## src/rtl/mc_pkg.sv

```systemverilog
package mc_pkg;

    localparam int STEER_W = 3;

    typedef enum logic [STEER_W-1:0] {
        STEER_SUM  = 3'd0,
        STEER_CLK  = 3'd1,
        STEER_ARST = 3'd2,
        STEER_ASET = 3'd3,
        STEER_OE   = 3'd4
    } steer_e;

    // Resolved control set for the storage bit and driver
    typedef struct packed {
        logic sclk;
        logic arst;
        logic aset;
        logic oe;
    } ctl_s;

    // AND of selected literals; empty literal set yields 0
    function automatic logic lit_and(input logic used, input logic all_ok);
        return used & all_ok;
    endfunction

endpackage

```

## src/rtl/mc_pterm_array.sv

```systemverilog
module mc_pterm_array
    import mc_pkg::*;
#(
    parameter int NUM_PT  = 5,
    parameter int FANIN_W = 40
) (
    input  logic [FANIN_W-1:0]        fanin_i,
    input  logic [NUM_PT*FANIN_W-1:0] true_i,
    input  logic [NUM_PT*FANIN_W-1:0] comp_i,
    output logic [NUM_PT-1:0]         pt_o
);

    for (genvar g = 0; g < NUM_PT; g++) begin : g_term
        logic [FANIN_W-1:0] tm, cm, ok;
        assign tm = true_i[g*FANIN_W +: FANIN_W];
        assign cm = comp_i[g*FANIN_W +: FANIN_W];
        // each bit passes when it is either not selected or matches its polarity
        assign ok = (~tm | fanin_i) & (~cm | ~fanin_i);
        assign pt_o[g] = lit_and(|(tm | cm), &ok);
    end

endmodule

```

## src/rtl/mc_steer.sv

```systemverilog
module mc_steer
    import mc_pkg::*;
#(
    parameter int NUM_PT = 5
) (
    input  logic [NUM_PT-1:0]         pt_i,
    input  logic [NUM_PT*STEER_W-1:0] steer_i,
    input  logic                      gclk_i,
    input  logic                      grst_i,
    input  logic                      goe_i,
    output logic                      sum_o,
    output ctl_s                      ctl_o
);

    logic clk_or, rst_or, set_or, oe_or;
    logic clk_any, rst_any, oe_any;

    always_comb begin
        sum_o   = 1'b0;
        clk_or  = 1'b0;
        rst_or  = 1'b0;
        set_or  = 1'b0;
        oe_or   = 1'b0;
        clk_any = 1'b0;
        rst_any = 1'b0;
        oe_any  = 1'b0;
        for (int i = 0; i < NUM_PT; i++) begin
            case (steer_i[i*STEER_W +: STEER_W])
                STEER_SUM:  sum_o = sum_o | pt_i[i];
                STEER_CLK:  begin clk_or = clk_or | pt_i[i]; clk_any = 1'b1; end
                STEER_ARST: begin rst_or = rst_or | pt_i[i]; rst_any = 1'b1; end
                STEER_ASET: set_or = set_or | pt_i[i];
                STEER_OE:   begin oe_or = oe_or | pt_i[i]; oe_any = 1'b1; end
                default:    ; // unconnected term
            endcase
        end
        ctl_o.sclk = clk_any ? clk_or : gclk_i;
        ctl_o.arst = rst_any ? rst_or : grst_i;
        ctl_o.aset = set_or;
        ctl_o.oe   = oe_any ? oe_or : goe_i;
    end

endmodule

```

## src/rtl/mc_regcell.sv

```systemverilog
module mc_regcell
    import mc_pkg::*;
(
    input  logic clk,
    input  logic rst,
    input  logic d_i,
    input  ctl_s ctl_i,
    input  logic bypass_i,
    output logic q_state_o,
    output logic val_o
);

    logic prev_clk;
    logic q_r;
    logic rising;
    logic q_eff;

    assign rising = ctl_i.sclk & ~prev_clk;

    always_ff @(posedge clk) begin
        if (rst) begin
            prev_clk <= 1'b0;
            q_r      <= 1'b0;
        end else begin
            prev_clk <= ctl_i.sclk;
            if (ctl_i.arst)
                q_r <= 1'b0;
            else if (ctl_i.aset)
                q_r <= 1'b1;
            else if (rising)
                q_r <= d_i;
        end
    end

    // clear and preset reach the output without waiting for an edge
    always_comb begin
        if (ctl_i.arst)
            q_eff = 1'b0;
        else if (ctl_i.aset)
            q_eff = 1'b1;
        else
            q_eff = q_r;
    end

    assign val_o     = bypass_i ? d_i : q_eff;
    assign q_state_o = q_r;

endmodule

```

## src/rtl/pt_macrocell.sv

```systemverilog
module pt_macrocell
    import mc_pkg::*;
#(
    parameter int NUM_PT  = 5,
    parameter int FANIN_W = 40
) (
    input  logic                        clk,
    input  logic                        rst,
    input  logic [FANIN_W-1:0]          fanin_i,
    input  logic [NUM_PT*FANIN_W-1:0]   cfg_true_i,
    input  logic [NUM_PT*FANIN_W-1:0]   cfg_comp_i,
    input  logic [NUM_PT*STEER_W-1:0]   cfg_steer_i,
    input  logic                        cfg_bypass_i,
    input  logic                        cfg_invert_i,
    input  logic                        gclk_i,
    input  logic                        grst_i,
    input  logic                        goe_i,
    output logic                        dout_o,
    output logic                        oe_o
);

    logic [NUM_PT-1:0] pt;
    logic              sum;
    logic              d_val;
    logic              q_state;
    ctl_s              ctl;

    mc_pterm_array #(.NUM_PT(NUM_PT), .FANIN_W(FANIN_W)) u_terms (
        .fanin_i (fanin_i),
        .true_i  (cfg_true_i),
        .comp_i  (cfg_comp_i),
        .pt_o    (pt)
    );

    mc_steer #(.NUM_PT(NUM_PT)) u_steer (
        .pt_i    (pt),
        .steer_i (cfg_steer_i),
        .gclk_i  (gclk_i),
        .grst_i  (grst_i),
        .goe_i   (goe_i),
        .sum_o   (sum),
        .ctl_o   (ctl)
    );

    assign d_val = sum ^ cfg_invert_i;

    mc_regcell u_reg (
        .clk       (clk),
        .rst       (rst),
        .d_i       (d_val),
        .ctl_i     (ctl),
        .bypass_i  (cfg_bypass_i),
        .q_state_o (q_state),
        .val_o     (dout_o)
    );

    assign oe_o = ctl.oe;

endmodule

```

## config.mk

```make
export PLATFORM = sky130hd
export DESIGN_NAME = pt_macrocell
export DESIGN_NICKNAME = d
export VERILOG_FILES = /design/src/rtl/mc_pkg.sv /design/src/rtl/mc_pterm_array.sv /design/src/rtl/mc_steer.sv /design/src/rtl/mc_regcell.sv /design/src/rtl/pt_macrocell.sv
export SDC_FILE = /design/constraint.sdc
export NUM_CORES = 1
export LEC_CHECK = 0
export ABC_CLOCK_PERIOD_IN_PS = 3800
export CORE_AREA = 2 2 179 181
export CTS_BUF_LIST = sky130_fd_sc_hd__clkbuf_4
export CTS_CLUSTER_SIZE = 8
export DETAILED_ROUTE_END_ITERATION = 12
export DIE_AREA = 0 0 181 183
export PLACE_DENSITY = 0.41
export SYNTH_ARGS = -nofsm -noshare
export SYNTH_HDL_FRONTEND = slang
export SYNTH_HIERARCHICAL = 1
export SYNTH_SLANG_ARGS = --single-unit
```

## constraint.sdc

```tcl
create_clock -name clk -period 3.8 [get_ports clk]
set_input_delay 0.76 -clock clk [delete_from_list [all_inputs] [get_ports clk]]
set_output_delay 0.76 -clock clk [all_outputs]
set_load 0.005 [all_outputs]
```

* Word level (Yosys, flattened, before mapping) *
Index checks and enable logic that the tools add are counted.

cells by class
  bitwise operators = 59
  muxes and demuxes = 48
  eq/ne operators = 20
  reductions and logical operators = 17

operators with widths
  operator                                                               number
  40-bit bitwise OR                                                      15
  40-bit inverter                                                        11
  40-bit bitwise AND                                                     5
  40-bit AND reduction                                                   5
  40-bit OR reduction                                                    5
  1-bit 2-to-1 mux                                                       48
  3-bit by 2-bit equality test with 1-bit output, second input constant  10
  1-bit bitwise OR                                                       20
  3-bit by 1-bit equality test with 1-bit output, second input constant  5
  3-bit equality test, second input constant                             5
  3-bit zero test                                                        5
  1-bit bitwise AND                                                      6
  2-bit nonzero test                                                     1
  2-bit OR reduction                                                     1
  1-bit inverter                                                         1
  1-bit bitwise XOR                                                      1

storage, ports and cells
  flip-flop bits (word level) = 2
  output and inout bits = 2
  logic and storage cells = 146

* Longest topological paths before layout *
Gate-level depths: netlist (run 1).

  word-level depth = 18
  depth in mapped cells = 12

* Modules after synthesis *
The synthesis (run 1) kept the hierarchy.

by module, submodules not included
  module          cells each  sequential area each (um2)  instances  area each (um2)
  mc_pterm_array  450         0.0                         1          3674.8
  mc_steer        55          0.0                         1          392.9
  mc_regcell      9           40.0                        1          86.3
  pt_macrocell    1           0.0                         1          8.8

* Least setup slack after synthesis (run 1) *
Ideal clock, no wire load.

  path kind = input to output
  from = in fanin_i[4]
  to = out dout_o
  cell stages on the path = 12
  data arrival time = 2.444 ns
  buffers on the path = 2
  setup slack = 0.596 ns
  path through = clkbuf_1 -> mux2i_1 -> nand4_1 -> nor4_2 -> nand3_1 -> a21oi_1 -> nor2b_1 -> nand3_1 -> nand4_1 -> buf_4 -> nor2_1 -> o31ai_1

RTL lines
  item                      line                  RTL
  from (decl)               pt_macrocell.sv:9     input logic [FANIN_W-1:0] fanin_i,
  40-bit inverter           mc_pterm_array.sv:18  assign ok = (~tm | fanin_i) & (~cm | ~fanin_i);
  40-bit bitwise OR         mc_pterm_array.sv:18
  40-bit bitwise AND (*)    mc_pterm_array.sv:18
  40-bit AND reduction (*)  mc_pterm_array.sv:19  assign pt_o[g] = lit_and(|(tm | cm), &ok);
  1-bit bitwise AND (*)     mc_pkg.sv:23          return used & all_ok;
  named net pt[1]           pt_macrocell.sv:22    logic [NUM_PT-1:0] pt;
  1-bit bitwise OR (*)      mc_steer.sv:32        STEER_ASET: set_or = set_or | pt_i[i];
  1-bit 2-to-1 mux (*)      mc_steer.sv:28        case (steer_i[i*STEER_W +: STEER_W])
  [... 2 more ...]          -
  1-bit bitwise OR          mc_steer.sv:32
  1-bit 2-to-1 mux (*)      mc_steer.sv:28
  1-bit bitwise OR          mc_steer.sv:32
  1-bit 2-to-1 mux (*)      mc_steer.sv:28
  named net u_steer.set_or  mc_steer.sv:15        logic clk_or, rst_or, set_or, oe_or;
  1-bit 2-to-1 mux (*)      mc_regcell.sv:39      else if (ctl_i.aset)
  1-bit 2-to-1 mux (*)      mc_regcell.sv:37      if (ctl_i.arst)
  1-bit 2-to-1 mux (*)      mc_regcell.sv:45      assign val_o = bypass_i ? d_i : q_eff;
  to (decl)                 pt_macrocell.sv:18    output logic dout_o,

Mark *: on every way through the listed nets, which the timed path passes. The rest lies on a longest branch.

==> results of run 1 <==
-- worst min-delay path by stage --
stage                          startpoint               to  slack, ns  cells after the start
after floorplan            u_reg/prev_clk  u_reg/q_state_o       0.50                      2
after global placement     u_reg/prev_clk  u_reg/q_state_o       0.53                      2
after global routing      u_reg/q_state_o  u_reg/q_state_o       0.60                      2
after CTS                  u_reg/prev_clk  u_reg/q_state_o       0.55                      2
after detailed placement   u_reg/prev_clk  u_reg/q_state_o       0.54                      2
final                      u_reg/prev_clk  u_reg/q_state_o       0.55                      2
-- final cells by class --
type | instances | area [sq um]
Sequential cell | 2 | 40.0
Inverter | 2 | 7.51
Timing Repair Buffer | 738 | 6920
Antenna cell | 11 | 27.5
Tap cell | 402 | 503
Multi-Input combinational cell | 470 | 4610
Clock buffer | 3 | 22.5
Fill cell | 3357 | 19100
-- cells in the final DEF, fill, tap and decap left out, types with 3 or more instances in the layout --
| master | netlist | final |
|---|---|---|
| nand3_2 | 0 | 3 |
| nor4_2 | 6 | 64 |
| nor2b_4 | 0 | 4 |
| buf_4 | 5 | 210 |
| nand4_1 | 79 | 79 |
| clkdlybuf4s50_1 | 0 | 137 |
| dlygate4sd2_1 | 0 | 213 |
| nor2_2 | 0 | 5 |
| buf_2 | 9 | 23 |
| buf_8 | 0 | 8 |
| clkbuf_2 | 0 | 14 |
| mux2i_4 | 0 | 7 |
| nor2_1 | 16 | 11 |
| buf_12 | 0 | 33 |
| nor4_1 | 106 | 38 |
| clkbuf_4 | 0 | 7 |
| dlymetal6s2s_1 | 0 | 40 |
| clkdlybuf4s15_1 | 0 | 20 |
| nor3_2 | 0 | 5 |
| nand3_1 | 10 | 7 |
| mux2i_1 | 200 | 165 |
| mux2i_2 | 0 | 28 |
| diode_2 | 0 | 11 |
| a21oi_2 | 0 | 3 |
| nor4_4 | 0 | 10 |
| clkdlybuf4s15_2 | 0 | 7 |
| nor3b_1 | 7 | 6 |
| buf_6 | 26 | 29 |
-- cells by family (layout without fill, tap and decap cells) --
group,count (synthesis),count (layout),synth area share (%)
buffers and inverters,43,743,9.29
XOR/XNOR,1,1,0.210
flip-flops,2,2,0.962
other,0,11,0
AO/OA/AOI/OAI,19,19,3.43
multiplexers,200,200,48.1
AND/OR/NAND/NOR,250,250,38.0
-- critical path: cells and delay by family --
kind	cells	cell delay, ns
buf+inv	2	0.58
simple gates	5	1.18
compound gates	3	0.60
-- flip-flops by register name, summed over array words and instances (netlist names) --
name             flops
u_reg/q_state_o      1
u_reg/prev_clk       1
-- report_power, final --
part	total, W	switching, W	internal [W]
registers	0.0000232	0.000000619	0.0000226
logic	0.00121	0.000513	0.000695
clock network	0.0000505	0.0000154	0.0000351
total	0.00128	0.000529	0.000753
-- stage by stage --
step / cell area (sq um) / utilization, % / std cells / setup TNS, ns / hold slack [ns]
floorplan: 4160 / - / 515 / 0 / 0.500
global placement: 11000 / 35.2 / 1576 / -2.32 / 0.530
detailed placement: 11000 / 35.2 / 1576 / -2.39 / 0.539
CTS: 11800 / 37.7 / 1607 / -0.0373 / 0.552
global route: 12100 / 38.8 / 1623 / -0.185 / 0.596
finish: 12100 / 38.8 / 1628 / -0.0933 / 0.547
-- layer usage --
metal | vias up | global-route usage, % | part of all wire (%)
met3 | 70 | 6.49 | 7.6
met1 | 3616 | 32.3 | 41
met4 | 16 | 5.63 | 2.6
li1 | 3601 | - | -
met2 | 397 | 47.4 | 48
met5 | - | 0 | 0.21
-- timing repair --
item | 4_1_cts | 5_1_grt
hold buffers | 0 | 0
setup endpoints to repair | 3 | 2
setup buffers | 34 | 13
pin swaps | 140 | 82
resized for setup | 559 | 142
==> results.md, run 1 <==
- Status: finished with violations
- Failing checks: negative setup slack
- Setup Skew: 0.00496 ns
- Crit path DAT: ~3.1 ns
- Most frequent cell after synthesis: mux2i_1
- CP Cell Sequence: clkdlybuf4s50_1, nor4_1, nand4_1, nor3_2, a21oi_4, nor4bb_4, nor4_4, o211ai_1, o31ai_2, buf_2
- Peak Freq: about 0.26 GHz
- Worst setup path start: cfg_comp_i[174]
- Starting density of the core: around an eighth
- Pre-CTS setup slack: -1.20 ns
- CP peak stage delay: about 0.43 ns
- Tcrit/Tclk final: 102%
- DR WL/cell: 28.4 microns
- Post-layout power: approximately 0.0013 W
- Placer Congestion: 0.921
- Post-synthesis instance area: approximately 4200 sq um
- Post-DP HPWL: approximately 40000 microns
- Pre-Repair DR Iteration Count: 5
- CTS Buf Count: 3
- Final hold vios: 0
- First-pass GRT wire length: a little over 60000 microns
- RSZ-0062 raised after global routing: yes
- Minimum clock period: just under 4 ns
- Tightest Hold Check Type: flop to flop
- Post-synth EDFFs: 0
- Worst setup margin: -0.0933 ns
- Largest net degree at the start of global routing: 7
- Vias in the first global route: approximately 8400
- Slew Limit Fails: 0
- RR Endpoint: u_reg/q_state_o
- CTS max path bufs: 2
- Die width: between 150 and 200 microns
- Yosys Warn Count: 6
- CTS tree: done
- Vias: 7700
- Most used flip-flop cell after synthesis: dfxtp_1
- CP Launch Type: input port
- Crit Path Category: input port to output port
- Floorplan row count: 65
- Reg2reg path depth: 2
- Relative slew margins: a little over two thirds
- CP required: 3.04 ns
- Core ar.: between 30000 and 40000 sq um
- Final setup viols: 1
- Clock transition at path regs: ~0.030 ns
- Area contributors post-synth: mux2i_1 48%, nor4_1 16%, nand4_1 12%
- H-tree levels: 1
- Leak: between 5 and 6 nW
- Clock latency on the worst-skew pair: between 0.2 and 0.25 ns
- Clk sinks: 2
- Synth async-reset ratio: 0%
- Worst R2R Setup Slack: roughly 2.9 ns
- Gr usage total: a little over a quarter
- Worst r2r src: u_reg/prev_clk
- Synthesized area per cell: about 8.1 sq um
- Maxcap violations: 0
- Fin nets: roughly 1700
- Vias per inst: about 4.7
- Post-synthesis sequential area ratio: 0.962%
- Dominant cell type by area after synthesis: mux2i_1
- Clock root cell: clkbuf_4
- Initial antenna violation count: 19
- Gr ovfl total: 0
- End of the critical path: dout_o
- Die area: roughly 33000 sq um
- Ports: approximately 460
- Synth top cells by count: 200 x mux2i_1, 106 x nor4_1, 79 x nand4_1
- DR iter-0 viols: approximately 370
- Port bufs: approximately 460
- # DRC: 0
- Worst vdd rail ir drop: ~100 uV
- Nature of the critical path endpoint: output port
- Die height: ~180 microns
- ANT nets after route: 0
- #FFs+latches synth: 2
- Cell variety after synth: 39
- Pwr/cell area: around 110 nW/um^2
- Crit-path max FO: 4
- Overall routed net length: about 46000 microns
- Syn_nets: approximately 1000
- Syn-to-layout area delta: 191%
- Yosys top cell area share: between 40% and 50%
- Least-Margin Pin Slew: 0.446 ns
- Mapped Cells: 515
- Share of layout cells above drive strength 1: roughly two fifths
- Crit-path slowest cell: clkdlybuf4s50_1
Power figures use the tool's default switching activity.
==> run 2: changes to the inputs <==
--- a/config.mk
+++ b/config.mk
@@ -6,12 +6,14 @@
 export NUM_CORES = 1
 export LEC_CHECK = 0
 export ABC_CLOCK_PERIOD_IN_PS = 3800
+export CAP_MARGIN = 20
 export CORE_AREA = 2 2 179 181
 export CTS_BUF_LIST = sky130_fd_sc_hd__clkbuf_4
 export CTS_CLUSTER_SIZE = 8
 export DETAILED_ROUTE_END_ITERATION = 12
 export DIE_AREA = 0 0 181 183
 export PLACE_DENSITY = 0.41
+export SKIP_LAST_GASP = 1
 export SYNTH_ARGS = -nofsm -noshare
 export SYNTH_HDL_FRONTEND = slang
 export SYNTH_HIERARCHICAL = 1
==> results of run 2 <==
The final DEF is identical to that of run 1; final timing and power are the same.
